--- config.mk ---
export PLATFORM = sky130hd
export DESIGN_NAME = slot_lend_allocator
export DESIGN_NICKNAME = d
export VERILOG_FILES = /design/src/rtl/sla_pkg.sv /design/src/rtl/sla_lend_rule.sv /design/src/rtl/sla_datapath.sv /design/src/rtl/sla_ctrl.sv /design/src/rtl/slot_lend_allocator.sv
export SDC_FILE = /design/constraint.sdc
export NUM_CORES = 1
export LEC_CHECK = 0
export ABC_CLOCK_PERIOD_IN_PS = 8710
export BUFFER_PORTS_ARGS = -buffer_cell sky130_fd_sc_hd__buf_2
export CAP_MARGIN = 40
export CORE_MARGIN = 3
export CORE_UTILIZATION = 40
export CTS_CLUSTER_DIAMETER = 200
export DETAILED_ROUTE_END_ITERATION = 10
export PLACE_DENSITY_LB_ADDON = 0.2
export SYNTH_ARGS = -nofsm -noshare
export SYNTH_HDL_FRONTEND = slang
export SYNTH_SLANG_ARGS = --single-unit
export TNS_END_PERCENT = 100
--- constraint.sdc ---
create_clock -name clk -period 8.71 [get_ports clk]
set_input_delay 1.742 -clock clk [delete_from_list [all_inputs] [get_ports clk]]
set_output_delay 1.742 -clock clk [all_outputs]
set_load 0.02 [all_outputs]
--- src/rtl/sla_pkg.sv ---
`timescale 1ns/1ps
package sla_pkg;
  localparam int CH  = 4;
  localparam int CIW = $clog2(CH);
  localparam int CNW = $clog2(CH + 1);

  typedef struct packed {
    logic           load;
    logic           visit;
    logic [CIW-1:0] chIdx;
  } ctrlStrobe_t;

  function automatic logic [CIW-1:0] ringRight(input logic [CIW-1:0] idx);
    return (idx == CIW'(CH - 1)) ? '0 : idx + 1'b1;
  endfunction

  function automatic logic [CIW-1:0] ringLeft(input logic [CIW-1:0] idx);
    return (idx == '0) ? CIW'(CH - 1) : idx - 1'b1;
  endfunction
endpackage

--- src/rtl/sla_lend_rule.sv ---
`timescale 1ns/1ps
module sla_lend_rule
  import sla_pkg::*;
#(
  parameter int DW = 4,
  parameter int OW = DW + 2
) (
  input  logic [CIW-1:0] curIdx,
  input  logic [CH-1:0]  hotspot,
  input  logic [CH-1:0]  inUse,
  input  logic [DW-1:0]  nomDepth,
  input  logic [OW-1:0]  remRight,
  input  logic [OW-1:0]  remLeft,
  output logic [OW-1:0]  amtRight,
  output logic [OW-1:0]  amtLeft
);
  logic [CNW-1:0] hsCount;
  logic [OW-1:0]  fullAmt;
  logic [OW-1:0]  keepOneAmt;
  logic [CIW-1:0] rIdx;
  logic [CIW-1:0] lIdx;

  function automatic logic [OW-1:0] capTo(input logic [OW-1:0] want,
                                          input logic [OW-1:0] have);
    return (want > have) ? have : want;
  endfunction

  always_comb begin
    hsCount = '0;
    for (int i = 0; i < CH; i++) hsCount = hsCount + CNW'(hotspot[i]);
  end

  assign fullAmt    = OW'(nomDepth);
  assign keepOneAmt = (nomDepth == '0) ? '0 : OW'(nomDepth) - 1'b1;
  assign rIdx       = ringRight(curIdx);
  assign lIdx       = ringLeft(curIdx);

  always_comb begin
    amtRight = '0;
    amtLeft  = '0;
    if (hotspot[curIdx]) begin
      if (hsCount == CNW'(1)) begin
        amtRight = capTo(inUse[rIdx] ? keepOneAmt : fullAmt, remRight);
        amtLeft  = capTo(inUse[lIdx] ? keepOneAmt : fullAmt, remLeft);
      end else if (hsCount == CNW'(2)) begin
        if (!inUse[rIdx])
          amtRight = capTo(fullAmt, remRight);
        else if (!hotspot[rIdx])
          amtRight = capTo(keepOneAmt, remRight);
        else if (!inUse[lIdx])
          amtLeft = capTo(fullAmt, remLeft);
        else
          amtLeft = capTo(keepOneAmt, remLeft);
      end
    end
  end
endmodule

--- src/rtl/sla_datapath.sv ---
`timescale 1ns/1ps
module sla_datapath
  import sla_pkg::*;
#(
  parameter int DW = 4,
  parameter int OW = DW + 2
) (
  input  logic             clk,
  input  logic             rstN,
  input  ctrlStrobe_t      strobe,
  input  logic [CH-1:0]    hotspotIn,
  input  logic [CH-1:0]    inUseIn,
  input  logic [DW-1:0]    nomDepthIn,
  output logic [CH*OW-1:0] depthFlat
);
  localparam int SW = OW + 2;

  logic [CH-1:0]  hsR;
  logic [CH-1:0]  useR;
  logic [DW-1:0]  nomR;
  logic [OW-1:0]  depth [CH];
  logic [CIW-1:0] rIdx;
  logic [CIW-1:0] lIdx;
  logic [OW-1:0]  amtRight;
  logic [OW-1:0]  amtLeft;
  logic [SW-1:0]  depthSum;
  logic [CNW-1:0] hsCount;

  always_ff @(posedge clk) begin
    if (!rstN) begin
      hsR  <= '0;
      useR <= '0;
      nomR <= '0;
    end else if (strobe.load) begin
      hsR  <= hotspotIn;
      useR <= inUseIn;
      nomR <= nomDepthIn;
    end
  end

  assign rIdx = ringRight(strobe.chIdx);
  assign lIdx = ringLeft(strobe.chIdx);

  sla_lend_rule #(.DW(DW), .OW(OW)) u_rule (
    .curIdx  (strobe.chIdx),
    .hotspot (hsR),
    .inUse   (useR),
    .nomDepth(nomR),
    .remRight(depth[rIdx]),
    .remLeft (depth[lIdx]),
    .amtRight(amtRight),
    .amtLeft (amtLeft)
  );

  for (genvar g = 0; g < CH; g++) begin : g_slot
    logic [OW:0] nxt;
    always_comb begin
      nxt = {1'b0, depth[g]};
      if (strobe.chIdx == CIW'(g)) nxt = nxt + {1'b0, amtRight} + {1'b0, amtLeft};
      if (rIdx == CIW'(g))         nxt = nxt - {1'b0, amtRight};
      if (lIdx == CIW'(g))         nxt = nxt - {1'b0, amtLeft};
    end

    always_ff @(posedge clk) begin
      if (!rstN)             depth[g] <= '0;
      else if (strobe.load)  depth[g] <= OW'(nomDepthIn);
      else if (strobe.visit) depth[g] <= nxt[OW-1:0];
    end

    assign depthFlat[g*OW +: OW] = depth[g];
  end

  always_comb begin
    depthSum = '0;
    hsCount  = '0;
    for (int i = 0; i < CH; i++) begin
      depthSum = depthSum + SW'(depth[i]);
      hsCount  = hsCount + CNW'(hsR[i]);
    end
  end


  slot_sum_chk: assert property (@(posedge clk) disable iff (!rstN)
    depthSum == (SW'(nomR) << 2));


  no_lend_crowded_chk: assert property (@(posedge clk) disable iff (!rstN)
    (strobe.visit && hsCount >= CNW'(3)) |=> $stable(depthFlat));


  no_lend_calm_chk: assert property (@(posedge clk) disable iff (!rstN)
    (strobe.visit && hsCount == '0) |=> $stable(depthFlat));
endmodule

--- src/rtl/sla_ctrl.sv ---
`timescale 1ns/1ps
module sla_ctrl
  import sla_pkg::*;
(
  input  logic        clk,
  input  logic        rstN,
  input  logic        start,
  output ctrlStrobe_t strobe,
  output logic        busy,
  output logic        done
);
  typedef enum logic [1:0] {ST_IDLE, ST_RUN, ST_DONE} ctrlState_t;

  ctrlState_t     state;
  logic [CIW-1:0] idx;

  always_ff @(posedge clk) begin
    if (!rstN) begin
      state <= ST_IDLE;
      idx   <= '0;
    end else begin
      case (state)
        ST_RUN: begin
          if (idx == CIW'(CH - 1)) begin
            state <= ST_DONE;
            idx   <= '0;
          end else begin
            idx <= idx + 1'b1;
          end
        end
        default: begin
          if (start) begin
            state <= ST_RUN;
            idx   <= '0;
          end
        end
      endcase
    end
  end

  always_comb begin
    strobe.load  = start && (state != ST_RUN);
    strobe.visit = (state == ST_RUN);
    strobe.chIdx = idx;
  end

  assign busy = (state == ST_RUN);
  assign done = (state == ST_DONE);


  visit_order_chk: assert property (@(posedge clk) disable iff (!rstN)
    (strobe.visit && strobe.chIdx != CIW'(CH - 1)) |=>
      (strobe.visit && strobe.chIdx == $past(strobe.chIdx) + 1'b1));


  finish_chk: assert property (@(posedge clk) disable iff (!rstN)
    (strobe.visit && strobe.chIdx == CIW'(CH - 1)) |=> (done && !busy));


  done_hold_chk: assert property (@(posedge clk) disable iff (!rstN)
    (done && !start) |=> done);
endmodule

--- src/rtl/slot_lend_allocator.sv ---
`timescale 1ns/1ps
module slot_lend_allocator
  import sla_pkg::*;
#(
  parameter int DW = 4,
  localparam int OW = DW + 2
) (
  input  logic             clk,
  input  logic             rstN,
  input  logic             start,
  input  logic [CH-1:0]    hotspotIn,
  input  logic [CH-1:0]    inUseIn,
  input  logic [DW-1:0]    nomDepth,
  output logic [CH*OW-1:0] depthOut,
  output logic             busy,
  output logic             done
);
  ctrlStrobe_t strobe;

  sla_ctrl u_ctrl (
    .clk   (clk),
    .rstN  (rstN),
    .start (start),
    .strobe(strobe),
    .busy  (busy),
    .done  (done)
  );

  sla_datapath #(.DW(DW), .OW(OW)) u_dp (
    .clk       (clk),
    .rstN      (rstN),
    .strobe    (strobe),
    .hotspotIn (hotspotIn),
    .inUseIn   (inUseIn),
    .nomDepthIn(nomDepth),
    .depthFlat (depthOut)
  );


  depth_hold_chk: assert property (@(posedge clk) disable iff (!rstN)
    (done && !start) |=> $stable(depthOut));


  busy_done_excl_chk: assert property (@(posedge clk) disable iff (!rstN)
    !(busy && done));
endmodule

==> results of run 1 <==
==> cell usage in the layout (no fill, tap or decap), drive strengths merged, types with 4 or more instances in the layout <==
cell type	count
ha	96
inv	73
buf	62
a21oi	57
nand2	45
nor2	44
xnor2	43
o21ai	40
mux2i	39
fa	33
a21o	27
mux2	26
edfxtp	24
mux4	17
dfxtp	16
xor2	10
nor2b	10
a22o	8
conb	8
nand3	8
nand2b	7
and2	7
o22ai	6
a21boi	6
o21bai	6
clkbuf	6
a211oi	5
and3	5
or3	4
o21a	4
nor3b	4
a22oi	4
and3b	4
==> cell type report <==
| type | instances | area (µm²) |
|---|---|---|
| sequential | 40 | 1040 |
| clock inverter | 2 | 11.3 |
| timing repair buffer | 62 | 380 |
| fill | 1631 | 9140 |
| multi-input combinational | 607 | 5430 |
| clock buffer | 6 | 150 |
| inverter | 73 | 274 |
| tap | 220 | 275 |
==> through the flow <==
step / total power [mW] / std cells / area (µm²) / hold WS (ps) / util
finish: 1.07 / 1010 / 7560 / 555 / 0.453
global route: 1.15 / 1010 / 7560 / 579 / 0.453
CTS: 1.07 / 1006 / 7530 / 550 / 0.451
detailed placement: 0.844 / 998 / 7370 / 531 / 0.441
global placement: 0.822 / 996 / 7340 / 539 / 0.439
floorplan: 0.696 / 748 / 6880 / 473 / -
==> final timing paths <==
check	to	slack [ps]	cells after the start
worst max-delay path	u_dp.depth[0][5]	540	31
worst min-delay path	u_dp.useR[1]	560	1
worst max register to register	u_dp.depth[0][5]	540	31
worst min register to register	u_dp.useR[1]	560	1
==> per-layer routing <==
metal | global-route usage | routed length (µm)
met4 | 0.0571 | 383
met3 | 0.0327 | 991
met1 | 0.305 | 9230
met5 | 0 | 0
met2 | 0.348 | 9130
==> power by group <==
group	total (mW)	internal, mW	switching (mW)
logic	0.596	0.266	0.330
registers	0.253	0.220	0.0331
clock network	0.217	0.124	0.0934
==> registers in the layout, summed over array words and instances, names as in the netlist <==
signal and cells:
u_dp.nomR 4, u_ctrl.idx 2, u_ctrl.state 2, u_dp.hsR 4, u_dp.depth 24, u_dp.useR 4
==> cells by family (layout without fill, tap and decap cells) <==
kind of cell | Yosys count | in the layout | share of synthesized area
AO/OA/AOI/OAI | 180 | 180 | 0.169
AND/OR/NAND/NOR | 154 | 154 | 0.114
adder cells (fa/ha/maj) | 129 | 129 | 0.272
buffers and inverters | 101 | 143 | 0.0599
multiplexers | 82 | 82 | 0.160
XOR/XNOR | 54 | 54 | 0.0732
flip-flops | 40 | 40 | 0.152
other | 1 | 8 | 0.000547
==> what timing repair did <==
| item | 4_1_cts | 5_1_grt |
|---|---|---|
| gates resized for setup | 0 | 3 |
| hold endpoints to repair | 0 | 0 |
| setup buffers | 0 | 4 |
| setup endpoints to repair | 0 | 4 |
==> worst max-delay path: cells and delay by family (launching register included) <==
kind / cells / cell delay (ps)
simple gates: 7 / 1410
xor+xnor: 2 / 360
buf+inv: 4 / 330
fa+ha+maj: 7 / 2520
mux: 3 / 1090
flops: 1 / 500
compound gates: 8 / 1800
==> results_dict.tcl, run 1 <==
set metrics [dict create \
    seq_area_frac_synth 0.152 \
    num_vias 5686 \
    dp_slack_ps 320 \
    finalSetupViolCount 0 \
    status "finished, final reports clean" \
    endpoint_kind "register" \
    cts_tree "built" \
    synth.distinct_cells 60 \
    synth_edf_count 24 \
    gp_congestion 0.932 \
    cts_max_level 2 \
    syn_area_um2 6850 \
    async_flop_share 0 \
    synth_top_cell_area_share 0.175 \
    cap_violations 0 \
    tightest_slew_ps 781 \
    coreArea_um2 16700 \
    dieArea_um2 18700 \
    clk_pin_slew_ps 70 \
    port_buffers 40 \
    ios 41 \
    irDropWorstVdd_v 0.0000697 \
    crit_fanout 13 \
    slowest_stage "mux4_2" \
    netlist_instances 741 \
    synth_flop_cell "edfxtp_1" \
    synth_largest_area_cell "ha_1" \
    insertion_delay_ps 300 \
    chipWidth_um 137 \
    layout-drive-gt1-share 0.152 \
    first_iter_violations 371 \
    dp_hpwl_um 16100 \
    max_clock_freq_mhz 122 \
    cp.required_ps 8870 \
    numCtsBuffers 5 \
    root_buffer "clkbuf_16" \
    cp-startpoint "u_ctrl.idx[0]" \
    layout.nets 933 \
    cts-hold-fix-buffers 0 \
    grt_overflow_total 0 \
    first_pass_iters 5 \
    start_kind "register" \
    crit_top_cell "ha_1" \
    grt_use_total 0.217 \
    cp_data_arrival_time_ps 8330 \
    min_period_ps 8170 \
    synth_common_cells "ha_1, inv_1, a21oi_1" \
    rsz0062_at_grt "no" \
    row_count 47 \
    grt_first_pass_wirelength_um 31300 \
    die_h_um 137 \
    drtAntennaViolNets 0 \
    routed_wl_um 19700 \
    hold_viol_final 0 \
    hp-start "u_dp.useR[1]" \
    antenna_found_initial 0 \
    syn_avg_cell_area_um2 9.25 \
    ys_ff_latch 40 \
    fin_ws_ps 542 \
    ys_top_cells_by_area "ha_1, edfxtp_1, fa_1" \
    min_period_over_period 0.938 \
    grt_max_degree 29 \
    slew_headroom 0.478 \
    slowest_delay_ps 710 \
    hold_class "reg2reg" \
    start_util 0.410 \
    grt_pass1_vias 5625 \
    r2r_start "u_ctrl.idx[0]" \
    clk_path_buf_depth 2 \
    clock-sinks 40 \
    crit_type "reg2reg" \
    power_leakage_nw 3.50 \
    setup_tns_ps 0 \
    drv_slew 0 \
    powerDensity_nw_per_um2 141 \
    wl_per_cell_um 19.5 \
    drc 0 \
    area_growth_pct 10.4 \
    antenna_cells 0 \
    via_per_inst 5.63 \
    skew_ps 9.75 \
    yosys_warnings 0 \
    post-synth-top-count-cell "ha_1" \
]
No activity file was read; power rests on OpenSTA's default activity.
==> inputs of run 2 (changes only) <==
--- a/config.mk
+++ b/config.mk
@@ -8,9 +8,10 @@
 export ABC_CLOCK_PERIOD_IN_PS = 8710
 export BUFFER_PORTS_ARGS = -buffer_cell sky130_fd_sc_hd__buf_2
 export CAP_MARGIN = 40
-export CORE_MARGIN = 3
+export CORE_MARGIN = 2
 export CORE_UTILIZATION = 40
 export CTS_CLUSTER_DIAMETER = 200
+export CTS_CLUSTER_SIZE = 30
 export DETAILED_ROUTE_END_ITERATION = 10
 export PLACE_DENSITY_LB_ADDON = 0.2
 export SYNTH_ARGS = -nofsm -noshare
==> run 2 against run 1 <==
Against the previous run: clock power down 13%; critical path type unchanged; non-clock buffer count down 5; critical endpoint is now u_dp.depth[2][5]; utilization down 0.23 points.
==> results_dict.tcl, run 2 (synthesis results as in run 1) <==
set metrics [dict create \
    status "finished, final reports clean" \
    antenna_cells 0 \
    first_pass_iters 4 \
    grt_pass1_vias 5711 \
    dpl_cell_area_um2 7350 \
    endpoint_kind "register" \
    max_clock_freq_mhz 123 \
    row_count 47 \
    via_per_inst 5.69 \
    num_vias 5722 \
    cts-hold-fix-buffers 0 \
    pwr-share-seq 0.245 \
    start_util 0.412 \
    top_layer "met4" \
    drv_slew 0 \
    wl_per_cell_um 20.0 \
    finalSetupViolCount 0 \
    crit_buf_inv 5 \
    p_sw_frac 0.432 \
    numCtsBuffers 5 \
    clk_path_buf_depth 2 \
    intPower_mw 0.589 \
    slowest_stage "mux4_2" \
    cpLargestDelayFamily "adder cells" \
    cap_violations 0 \
    ff2ff_path_depth 32 \
    port_buffers 40 \
    root_buffer "clkbuf_16" \
    min_period_over_period 0.936 \
    crit_top_cell "inv_1" \
    crit_fanout 10 \
    area_growth_pct 9.40 \
    grt_max_degree 29 \
    cp_num_cells 32 \
    drc 0 \
    whs_path_depth 2 \
    final_cell_mix "ha_1, inv_1, a21oi_1, nand2_1" \
    power_frac_clock 0.182 \
    cts_setup_buffers 0 \
    p_switching_mw 0.449 \
    post-place-cells 997 \
    insertion_delay_ps 300 \
    coreArea_um2 16600 \
    grt_first_pass_wirelength_um 32000 \
    hold_viol_final 0 \
    final_common_cell "ha_1" \
    fin_cells 1005 \
    start_kind "register" \
    dp_hpwl_um 16300 \
    clock-sinks 40 \
    cts_tree "built" \
    setup_tns_ps 0 \
    wl_met2_um 8970 \
    routed_wl_um 20100 \
    rrSetupSlack_ps 560 \
    grt_overflow_total 0 \
    slew_headroom 0.595 \
    largest_reg_flops 24 \
    die_h_um 135 \
    met1_length_um 9540 \
    tightest_slew_ps 607 \
    cp.required_ps 8860 \
    hold_class "reg2reg" \
    slowest_delay_ps 610 \
    powerDensity_nw_per_um2 138 \
    cp_data_arrival_time_ps 8310 \
    first_iter_violations 349 \
    clk_pin_slew_ps 60 \
    p_comb_frac 0.573 \
    crit_type "reg2reg" \
    fin_area_um2 7500 \
    antenna_found_initial 0 \
    layout-drive-gt1-share 0.146 \
    irDropWorstVdd_v 0.0000660 \
    min_period_ps 8150 \
    gp_congestion 0.999 \
    skew_ps 10.3 \
    layout.nets 928 \
    grt_use_total 0.228 \
    top_register "u_dp.depth" \
    cts_max_level 2 \
    wl_met3_um 1180 \
    dieArea_um2 18200 \
    chipWidth_um 135 \
    drtAntennaViolNets 0 \
    ios 41 \
    post_cts_resized 0 \
    power_leakage_nw 3.45 \
]
-- run 2: cell types whose count changed in the layout (fill, tap and decap cells not counted), sizes merged --
cell,change
buf,-5
clkbuf,+1
inv,-1
-- run 2: final timing paths --
check,from,end
hold reg to reg,u_ctrl.state[0],u_ctrl.state[0]
setup / recovery,u_ctrl.idx[0],u_dp.depth[2][5]
hold / removal,u_ctrl.state[0],u_ctrl.state[0]
setup reg to reg,u_ctrl.idx[0],u_dp.depth[2][5]
-- run 2: cell type report --
| class | count | area (µm²) |
|---|---|---|
| Multi-Input combinational cell | 607 | 5440 |
| Inverter | 73 | 274 |
| Clock buffer | 7 | 133 |
| Timing Repair Buffer | 57 | 330 |
| Tap cell | 220 | 275 |
| Clock inverter | 1 | 5.00 |
| Sequential cell | 40 | 1040 |
| Fill cell | 1619 | 9140 |
-- run 2: power by group through the flow --
stage               clock network [mW]  logic [mW]  registers, mW
CTS                              0.194       0.588          0.255
finish                           0.189       0.595          0.255
global placement                     0       0.565          0.260
floorplan                            0       0.440          0.256
global route                     0.200       0.663          0.258
detailed placement                   0       0.584          0.259
-- run 2: layer usage --
| layer | track usage | up-vias |
|---|---|---|
| met1 | 0.321 | 2794 |
| met2 | 0.359 | 161 |
| met4 | 0.0655 | 0 |
| li1 | - | 2739 |
| met5 | 0 | - |
| met3 | 0.0428 | 28 |
-- run 2: stage by stage --
stage          power (mW)  utilization  setup slack (ps)  hold WS [ps]
2_1_floorplan       0.696            -               786           473
3_3_place_gp        0.825        0.440               413           550
3_5_place_dp        0.843        0.442               208           561
4_1_cts              1.04        0.450               133           573
5_1_grt              1.12        0.451             -10.6           592
6_report             1.04        0.451               557           563
-- run 2: tightest hold or removal path, cell delays in order, from the launching register on --
cell and delay, ps:
dfxtp_1 320, o21ai_0 160, a21oi_1 40
